File: src/rtl/dpf_pkg.sv
package dpf_pkg;

    localparam int LANE_W = 8;
    localparam int NARROW_W = 6;

    localparam logic [3:0] FMT_RGB666 = 4'd4;
    localparam logic [3:0] FMT_YC422  = 4'd8;

    localparam logic [1:0] CH_ODD = 2'd1;
    localparam logic [1:0] CH_AVG = 2'd2;

    typedef struct packed {
        logic [3:0] fmt;
        logic [2:0] width;
        logic [1:0] chroma;
        logic [1:0] sel2;
        logic [1:0] sel1;
        logic [1:0] sel0;
        logic       inv_de;
        logic       inv_hs;
        logic       inv_vs;
    } dpf_cfg_t;

    localparam dpf_cfg_t CFG_RST = '{
        fmt: 4'd0, width: 3'd0, chroma: 2'd0,
        sel2: 2'd2, sel1: 2'd1, sel0: 2'd0,
        inv_de: 1'b0, inv_hs: 1'b0, inv_vs: 1'b0
    };

    function automatic dpf_cfg_t cfg_decode(input logic [31:0] w);
        dpf_cfg_t c;
        c.fmt    = w[23:20];
        c.width  = w[18:16];
        c.chroma = w[15:14];
        c.sel2   = w[13:12];
        c.sel1   = w[11:10];
        c.sel0   = w[9:8];
        c.inv_de = w[6];
        c.inv_hs = w[5];
        c.inv_vs = w[4];
        return c;
    endfunction

endpackage

File: src/rtl/dpf_cfg_regs.sv
module dpf_cfg_regs
    import dpf_pkg::*;
(
    input  logic        clk,
    input  logic        rst_n,
    input  logic        wr_en,
    input  logic [31:0] wr_data,
    input  logic        vs_rise,
    output dpf_cfg_t    act_cfg
);

    typedef struct packed {
        dpf_cfg_t pend;
        dpf_cfg_t act;
    } cfg_st_t;

    cfg_st_t st_d, st_q;

    always_comb begin
        st_d = st_q;
        if (vs_rise) st_d.act = st_q.pend;
        if (wr_en)   st_d.pend = cfg_decode(wr_data);
    end

    always_ff @(posedge clk or negedge rst_n) begin
        if (!rst_n) begin
            st_q.pend <= CFG_RST;
            st_q.act  <= CFG_RST;
        end else begin
            st_q <= st_d;
        end
    end

    assign act_cfg = st_q.act;

endmodule

File: src/rtl/dpf_input_stage.sv
module dpf_input_stage
    import dpf_pkg::*;
#(
    parameter int COMP_W = 10
) (
    input  logic                        clk,
    input  logic                        rst_n,
    input  dpf_cfg_t                    cfg,
    input  logic                        in_de,
    input  logic                        in_hs,
    input  logic                        in_vs,
    input  logic [2:0][COMP_W-1:0]      in_comp,
    output logic                        live_de,
    output logic [2:0][COMP_W-1:0]      live_comp,
    output logic                        vs_rise,
    output logic                        s_de,
    output logic                        s_hs,
    output logic                        s_vs,
    output logic                        s_par,
    output logic [2:0][COMP_W-1:0]      s_comp
);

    localparam int KEEP_24 = 8;
    localparam int KEEP_18 = 6;
    localparam int KEEP_565 = 5;

    function automatic logic [COMP_W-1:0] top_mask(input int keep);
        logic [COMP_W-1:0] m;
        m = '1;
        m = m << (COMP_W - keep);
        return m;
    endfunction

    typedef struct packed {
        logic                   de;
        logic                   hs;
        logic                   vs;
        logic                   par;
        logic [2:0][COMP_W-1:0] comp;
    } stage_t;

    stage_t st_d, st_q;
    logic [2:0][COMP_W-1:0] trimmed;
    logic [2:0][1:0]        sel_arr;
    logic                   live_hs, live_vs;

    assign sel_arr = {cfg.sel2, cfg.sel1, cfg.sel0};

    for (genvar k = 0; k < 3; k++) begin : g_comp
        localparam int KEEP_16 = (k == 1) ? KEEP_18 : KEEP_565;
        always_comb begin
            case (cfg.width)
                3'd1:    trimmed[k] = in_comp[k] & top_mask(KEEP_24);
                3'd2:    trimmed[k] = in_comp[k] & top_mask(KEEP_18);
                3'd3:    trimmed[k] = in_comp[k] & top_mask(KEEP_16);
                default: trimmed[k] = in_comp[k];
            endcase
        end
        always_comb begin
            case (sel_arr[k])
                2'd0:    live_comp[k] = trimmed[0];
                2'd1:    live_comp[k] = trimmed[1];
                2'd2:    live_comp[k] = trimmed[2];
                default: live_comp[k] = '0;
            endcase
        end
    end

    assign live_de = in_de ^ cfg.inv_de;
    assign live_hs = in_hs ^ cfg.inv_hs;
    assign live_vs = in_vs ^ cfg.inv_vs;
    assign vs_rise = live_vs & ~st_q.vs;

    always_comb begin
        st_d.de   = live_de;
        st_d.hs   = live_hs;
        st_d.vs   = live_vs;
        st_d.par  = live_de & st_q.de & ~st_q.par;
        st_d.comp = live_comp;
    end

    always_ff @(posedge clk or negedge rst_n) begin
        if (!rst_n) st_q <= '0;
        else        st_q <= st_d;
    end

    assign s_de   = st_q.de;
    assign s_hs   = st_q.hs;
    assign s_vs   = st_q.vs;
    assign s_par  = st_q.par;
    assign s_comp = st_q.comp;

endmodule

File: src/rtl/dpf_output_stage.sv
module dpf_output_stage
    import dpf_pkg::*;
#(
    parameter int COMP_W = 10,
    localparam int OUT_W = 3 * LANE_W
) (
    input  logic                        clk,
    input  logic                        rst_n,
    input  dpf_cfg_t                    cfg,
    input  logic                        s_de,
    input  logic                        s_hs,
    input  logic                        s_vs,
    input  logic                        s_par,
    input  logic [2:0][COMP_W-1:0]      s_comp,
    input  logic                        live_de,
    input  logic [2:0][COMP_W-1:0]      live_comp,
    output logic                        out_de,
    output logic                        out_hs,
    output logic                        out_vs,
    output logic [OUT_W-1:0]            out_pix
);

    function automatic logic [COMP_W-1:0] pick_chroma(
        input logic [1:0]        mode,
        input logic [COMP_W-1:0] own,
        input logic [COMP_W-1:0] nb
    );
        logic [COMP_W:0] sum;
        sum = {1'b0, own} + {1'b0, nb} + {{COMP_W{1'b0}}, 1'b1};
        case (mode)
            CH_ODD:  return nb;
            CH_AVG:  return sum[COMP_W:1];
            default: return own;
        endcase
    endfunction

    typedef struct packed {
        logic              de;
        logic              hs;
        logic              vs;
        logic [OUT_W-1:0]  pix;
        logic [COMP_W-1:0] cr_hold;
    } out_st_t;

    out_st_t st_d, st_q;
    logic [2:0][COMP_W-1:0] nb_comp;
    logic [COMP_W-1:0]      cb_val, cr_pair, c_sel;

    always_comb begin
        nb_comp = live_de ? live_comp : s_comp;
        cb_val  = pick_chroma(cfg.chroma, s_comp[1], nb_comp[1]);
        cr_pair = pick_chroma(cfg.chroma, s_comp[2], nb_comp[2]);
        c_sel   = s_par ? st_q.cr_hold : cb_val;

        st_d         = st_q;
        st_d.de      = s_de;
        st_d.hs      = s_hs;
        st_d.vs      = s_vs;
        if (s_de && !s_par) st_d.cr_hold = cr_pair;

        case (cfg.fmt)
            FMT_RGB666: st_d.pix = {{(OUT_W - 3 * NARROW_W){1'b0}},
                                    s_comp[0][COMP_W-1 -: NARROW_W],
                                    s_comp[1][COMP_W-1 -: NARROW_W],
                                    s_comp[2][COMP_W-1 -: NARROW_W]};
            FMT_YC422:  st_d.pix = {{LANE_W{1'b0}},
                                    s_comp[0][COMP_W-1 -: LANE_W],
                                    c_sel[COMP_W-1 -: LANE_W]};
            default:    st_d.pix = {s_comp[0][COMP_W-1 -: LANE_W],
                                    s_comp[1][COMP_W-1 -: LANE_W],
                                    s_comp[2][COMP_W-1 -: LANE_W]};
        endcase
    end

    always_ff @(posedge clk or negedge rst_n) begin
        if (!rst_n) st_q <= '0;
        else        st_q <= st_d;
    end

    assign out_de  = st_q.de;
    assign out_hs  = st_q.hs;
    assign out_vs  = st_q.vs;
    assign out_pix = st_q.pix;

endmodule

File: src/rtl/dpf_formatter.sv
module dpf_formatter
    import dpf_pkg::*;
#(
    parameter int COMP_W = 10
) (
    input  logic                  clk,
    input  logic                  rst_n,
    input  logic                  cfg_wr,
    input  logic [31:0]           cfg_wdata,
    input  logic                  in_de,
    input  logic                  in_hs,
    input  logic                  in_vs,
    input  logic [COMP_W-1:0]     in_c0,
    input  logic [COMP_W-1:0]     in_c1,
    input  logic [COMP_W-1:0]     in_c2,
    output logic                  out_de,
    output logic                  out_hs,
    output logic                  out_vs,
    output logic [3*LANE_W-1:0]   out_pix
);

    dpf_cfg_t               act_cfg;
    logic                   vs_rise;
    logic                   live_de;
    logic [2:0][COMP_W-1:0] live_comp;
    logic                   s_de, s_hs, s_vs, s_par;
    logic [2:0][COMP_W-1:0] s_comp;

    dpf_cfg_regs u_cfg (
        .clk     (clk),
        .rst_n   (rst_n),
        .wr_en   (cfg_wr),
        .wr_data (cfg_wdata),
        .vs_rise (vs_rise),
        .act_cfg (act_cfg)
    );

    dpf_input_stage #(.COMP_W(COMP_W)) u_in (
        .clk       (clk),
        .rst_n     (rst_n),
        .cfg       (act_cfg),
        .in_de     (in_de),
        .in_hs     (in_hs),
        .in_vs     (in_vs),
        .in_comp   ({in_c2, in_c1, in_c0}),
        .live_de   (live_de),
        .live_comp (live_comp),
        .vs_rise   (vs_rise),
        .s_de      (s_de),
        .s_hs      (s_hs),
        .s_vs      (s_vs),
        .s_par     (s_par),
        .s_comp    (s_comp)
    );

    dpf_output_stage #(.COMP_W(COMP_W)) u_out (
        .clk       (clk),
        .rst_n     (rst_n),
        .cfg       (act_cfg),
        .s_de      (s_de),
        .s_hs      (s_hs),
        .s_vs      (s_vs),
        .s_par     (s_par),
        .s_comp    (s_comp),
        .live_de   (live_de),
        .live_comp (live_comp),
        .out_de    (out_de),
        .out_hs    (out_hs),
        .out_vs    (out_vs),
        .out_pix   (out_pix)
    );

endmodule

File: config.mk
export PLATFORM = sky130hd
export DESIGN_NAME = dpf_formatter
export DESIGN_NICKNAME = d
export VERILOG_FILES = /design/src/rtl/dpf_pkg.sv /design/src/rtl/dpf_cfg_regs.sv /design/src/rtl/dpf_input_stage.sv /design/src/rtl/dpf_output_stage.sv /design/src/rtl/dpf_formatter.sv
export SDC_FILE = /design/constraint.sdc
export NUM_CORES = 1
export LEC_CHECK = 0
export BUFFER_PORTS_ARGS = -buffer_cell sky130_fd_sc_hd__buf_4
export CELL_PAD_IN_SITES_DETAIL_PLACEMENT = 0
export CELL_PAD_IN_SITES_GLOBAL_PLACEMENT = 1
export CORE_MARGIN = 2
export CORE_UTILIZATION = 49
export CTS_CLUSTER_SIZE = 28
export DETAILED_ROUTE_END_ITERATION = 10
export PLACE_DENSITY_LB_ADDON = 0.1
export SYNTH_ARGS = -nofsm -noshare
export SYNTH_HDL_FRONTEND = slang
export SYNTH_HIERARCHICAL = 1
export SYNTH_SLANG_ARGS = --single-unit
File: constraint.sdc
create_clock -name clk -period 9.6 [get_ports clk]
set_input_delay 0.48 -clock clk [delete_from_list [all_inputs] [get_ports clk]]
set_output_delay 0.48 -clock clk [all_outputs]
set_load 0.02 [all_outputs]
==> summary.txt, run 1 <==
status - finished clean
r2r worst-path depth - 11
fin area - 6910 um2
H-tree levels - 3
Cell Rows - 41
setup TNS - 0 ns
Reg clk slew, reported paths - 0.07 ns
max-slew violation count - 0
Final Cycle Share - 0.356
Cell Pwr Density - 397 nW/um2
skew final - 0.00882 ns
Leak Pwr - 3.16 nW
worst-margin pin slew - 1.13 ns
CTS resizes - 0
cts bufs inserted - 9
iteration count of the initial detailed-routing pass - 6
Vias - 4,673
Ys Warns - 6
Placement Cell Area - 6610 um2
GRT Util Overall - 0.216
Critical Path RT - 9.82 ns
crit path time final - 3.42 ns
CTS root buffer - clkbuf_16
Starting DRT DRC Count - 430
CTS tree - built
largest net degree at the start of global routing - 73
Buffers on Ports - 80
initial antenna violation count - 0
Syn Inst Count - 644
grt met1 use - 0.292
Crit Reg-Reg Startpoint - u_cfg/act_cfg[6]
DP HPWL - 10,800 um
global-route wire length before repair - 24,100 um
Fmax achieved - 0.292 GHz
total power - 0.00274 W
Routed Antenna Nets - 0
WL per Instance - 18.0 um
Max-Slew Margin vs Limit - 0.243
worst setup path end - u_out/out_pix[6]
Max clock buf depth - 2
layout cells sized above 1 - 0.253
Max-Cap Viols - 0
Placer Congestion - 0.855
worst skew pair latency - 0.35 ns
Starting Density - 0.506
syn avg cell area - 9.99 um2
RSZ-0062 raised after global routing - no
count of final hold-check violations - 0
vias in the first global route - 4,524
worst-path fanout max - 12
Synth Net Count - 732
Nets - 730
maximum vdd drop - 0.173 mV
DR vias/cell - 5.71
Clock Sinks - 103
Hold WC Path Type - in -> async
drt drc - 0
Worst R2R Setup Slack - 6.18 ns
crit path launch - u_cfg/act_cfg[6]
GRT busiest layer - met2
Post-Route WL - 14,700 um
CP Launch Type - register
CP arrival - 3.64 ns
M2 GR Usage - 0.353
WHS - 0.0501 ns
Critical Path End Type - register
Setup Fix Bufs, Post-CTS - 0
Antenna diodes - 0
Area growth syn-to-layout - 7.45%
met3 global-route usage - 0.0299
Chip Height - 119 um
CORE AREA - 12,700 um2
die area - 14,100 um2
Worst R2R End - u_out/out_pix[6]
Filler cells - 1,178
synthesized area - 6430 um2
Die X - 119 um
io pins - 95
CTS Hold Bufs - 0
final setup fails - 0
global route total overflow - 0
crit path kind - reg -> reg
-- per-layer routing --
layer / wire [um] / vias to the layer above
met5: 0 / -
met4: 317 / 0
met3: 509 / 19
met2: 7100 / 105
met1: 6810 / 2296
li1: - / 2253
-- critical path: stages, from the launching register on --
cell       delay [ns]
dfrtp_1          0.76
nor2b_1          0.34
a2bb2oi_1        0.26
nor2_1           0.08
mux2_2           0.31
ha_1             0.27
o21ai_0          0.10
o21ai_1          0.32
nand4_1          0.18
a21boi_0         0.42
o21a_1           0.19
o21ai_1          0.06
-- cells in the final DEF, fill, tap and decap left out, types with 3 or more instances in the layout --
cell type and count:
a211oi_1 5, a21boi_0 4, a21o_1 4, a21oi_1 30
a221o_1 4, a221oi_1 7, a222oi_1 4, a22o_1 11
a22oi_1 6, a2bb2oi_1 10, a31oi_1 5, and2_1 8
buf_4 85, clkbuf_16 9, dfrtp_1 99, dfstp_2 4
ha_1 20, inv_1 11, mux2_2 31, mux2_4 20
mux2i_1 28, nand2_1 55, nand2b_1 6, nand3_1 5
nor2_1 50, nor2b_1 9, nor3_1 8, o2111ai_1 3
o21ai_0 41, o21ai_1 3, o22ai_1 7, o31ai_1 6
xnor2_1 3, xor2_1 9
-- how the worst min path moves through the flow --
stage	cells after the start	to
detailed placement	0	u_out/out_hs
finish	1	u_out/out_pix[17]
floorplan	0	u_cfg/act_cfg[0]
global route	1	u_out/out_pix[23]
CTS	1	u_out/out_pix[23]
global placement	0	u_out/out_hs
-- where the power goes --
| group | switching (W) | internal [W] |
|---|---|---|
| clock | 0.000161 | 0.000209 |
| combinational | 0.000866 | 0.000681 |
| sequential | 0.000205 | 0.000621 |
| total | 0.00123 | 0.00151 |
-- area by class of cell --
type	count	area (um2)	area share
Timing Repair Buffer	85	638	0.0923
Sequential cell	103	2580	0.374
Clock buffer	11	243	0.0351
Clock inverter	5	56.3	0.00815
Inverter	11	41.3	0.00597
Multi-Input combinational cell	432	3140	0.454
Tap cell	172	215	0.0311
-- per-stage QoR --
stage	util	setup WS [ns]	cells
after CTS	0.543	6.29	819
after global placement	0.520	6.36	803
after global routing	0.543	5.99	819
final	0.543	6.18	819
after floorplan	-	6.51	644
after detailed placement	0.520	6.30	803
-- sequential cells by signal, indices dropped and copies added (netlist names) --
name           cells
u_out/out_vs       1
u_in/s_comp       28
u_out/out_hs       1
u_out/out_pix     24
u_cfg/st_q        18
u_in/s_de          1
u_in/s_vs          1
u_cfg/act_cfg     18
u_out/out_de       1
u_in/s_hs          1
u_out/st_q         8
u_in/s_par         1
Power figures use the tool's default switching activity.
==> inputs of run 2 (changes only) <==
Settings changed: CORE_UTILIZATION 49 to 45.
Clock period 9.6 ns to 3.3 ns, I/O delays scaled along.
==> run 2 against run 1 <==
- worst hold slack got worse by 0.013 ns
- via count rose by 2.4%
- highest routed layer unchanged
- count of clock-buffer cells in the layout rose by 1
- clock power rose to 3.4 times the previous value
- die area rose by 8.6%
- critical path depth did not move
- first-iteration DRC count rose by 20%
- largest cell class unchanged
- largest power group unchanged
==> summary.txt, run 2 (synthesis results as in run 1) <==
Vias - 4,783
vias in the first global route - 4,702
global route total overflow - 0
worst skew pair latency - 0.35 ns
Crit Reg-Reg Startpoint - u_cfg/act_cfg[8]
die area - 15,300 um2
Multi-input gate area - 3140 um2
drt drc - 0
CP arrival - 3.37 ns
maximum vdd drop - 0.401 mV
layout cells sized above 1 - 0.265
placed cell count - 822
Sequential cell area - 2580 um2
Placement Cell Area - 6720 um2
CP max stage delay - 0.63 ns
Buffers on Ports - 80
most frequent cells in the layout - dfrtp_1, buf_4, nand2_1
Filler cells - 1,298
Die X - 124 um
Critical Path End Type - register
worst hold path depth - 2
Cell Pwr Density - 1170 nW/um2
Hold WC Path Type - in -> reg
CP Launch Type - register
largest net degree at the start of global routing - 51
CTS root buffer - clkbuf_16
worst-path fanout max - 7
count of final hold-check violations - 0
H-tree levels - 3
Nets - 744
Cell Rows - 43
Setup Fix Bufs, Post-CTS - 0
WL per Instance - 18.5 um
Final Cycle Share - 0.936
DR vias/cell - 5.69
global-route wire length before repair - 25,400 um
Hold Startpoint - cfg_wdata[18]
fin area - 7100 um2
crit path kind - reg -> reg
Antenna diodes - 0
Starting Density - 0.462
Leak Pwr - 3.25 nW
final std cells w/o fill - 840
iteration count of the initial detailed-routing pass - 7
Max-Slew Margin vs Limit - 0.499
GRT Util Overall - 0.221
setup slack at placement - 0.276 ns
setup TNS - 0 ns
cts bufs inserted - 9
CORE AREA - 13,900 um2
Cell Chain, Critical Path - mux2i_1 -> a2bb2oi_1 -> nor2_1 -> mux2_2 -> ha_1 -> a21o_1 -> a22o_1 -> a221o_1 -> xor2_1 -> o211ai_1 -> a31oi_1
final setup fails - 0
max-slew violation count - 0
Chip Height - 124 um
worst-margin pin slew - 0.751 ns
crit path launch - u_cfg/act_cfg[8]
CTS tree - built
Fmax achieved - 0.324 GHz
skew final - 0.00516 ns
r2r worst-path depth - 11
Placer Congestion - 0.847
Post-Route WL - 15,500 um
Reg clk slew, reported paths - 0.07 ns
Starting DRT DRC Count - 515
crit path time final - 3.09 ns
Area growth syn-to-layout - 10.3%
Critical Path RT - 3.58 ns
Clock Sinks - 103
final setup margin - 0.212 ns
Max-Cap Viols - 0
max reg flops - 28
most common cell after layout, fill and taps aside - dfrtp_1
status - finished clean
slowest cell on the critical path - dfstp_2
initial antenna violation count - 0
Max clock buf depth - 2
Routed Antenna Nets - 0
DP HPWL - 11,600 um
RSZ-0062 raised after global routing - no
io pins - 95
==> run 2: layout make-up <==
| class | count | share of cell area |
|---|---|---|
| well taps | 180 | 0.0317 |
| multi-input cells | 432 | 0.442 |
| inverters | 11 | 0.00582 |
| repair buffers | 99 | 0.108 |
| flip-flops and latches | 103 | 0.364 |
| clock buffers | 12 | 0.0361 |
| clock inverters | 3 | 0.0127 |
==> run 2: repair_timing <==
action,in CTS,in global routing
hold buffers,3,0
gates resized for setup,0,1
endpoints found under the setup margin,0,2
hold endpoints to repair,46,0
==> run 2: metrics by stage <==
step / power, W / hold slack, ns / utilization
after floorplan: 0.00623 / -0.131 / -
after global placement: 0.00695 / 0.228 / 0.482
after detailed placement: 0.00703 / 0.236 / 0.482
after CTS: 0.00830 / 0.0277 / 0.509
after global routing: 0.00898 / 0.0261 / 0.509
final: 0.00832 / 0.0374 / 0.509
==> run 2: per-layer routing <==
| metal | part of all wire | GRT usage | vias to the layer above |
|---|---|---|---|
| met5 | 0 | 0 | - |
| met1 | 0.45 | 0.302 | 2328 |
| met2 | 0.46 | 0.344 | 155 |
| met4 | 0.025 | 0.0916 | 0 |
| met3 | 0.056 | 0.0401 | 21 |
| li1 | - | - | 2279 |
==> run 2: report_power, final <==
group / internal, W / switching (W) / total (W) / leakage [nW]
clock network: 0.000779 / 0.000473 / 0.00125 / 0.169
logic: 0.00209 / 0.00261 / 0.00470 / 1.83
registers: 0.00181 / 0.000556 / 0.00236 / 1.25
total: 0.00468 / 0.00364 / 0.00832 / 3.25
==> run 2: final timing paths <==
| check | slack (ns) | to |
|---|---|---|
| min in group asynchronous | 0.38 | u_cfg/st_q[30] |
| min reg2reg | 0.35 | u_out/out_hs |
| max reg2reg | 0.21 | u_out/st_q[6] |
| min | 0.04 | u_cfg/st_q[31] |
| max | 0.21 | u_out/st_q[6] |
| max in group asynchronous | 2.02 | u_out/out_pix[6] |
==> run 2: worst max-delay path, delay by kind of cell (launching register included) <==
kind / cells / cell delay [ns]
compound gates: 6 / 1.31
flops: 1 / 0.63
mux: 2 / 0.50
fa+ha+maj: 1 / 0.31
xor+xnor: 1 / 0.19
simple gates: 1 / 0.07
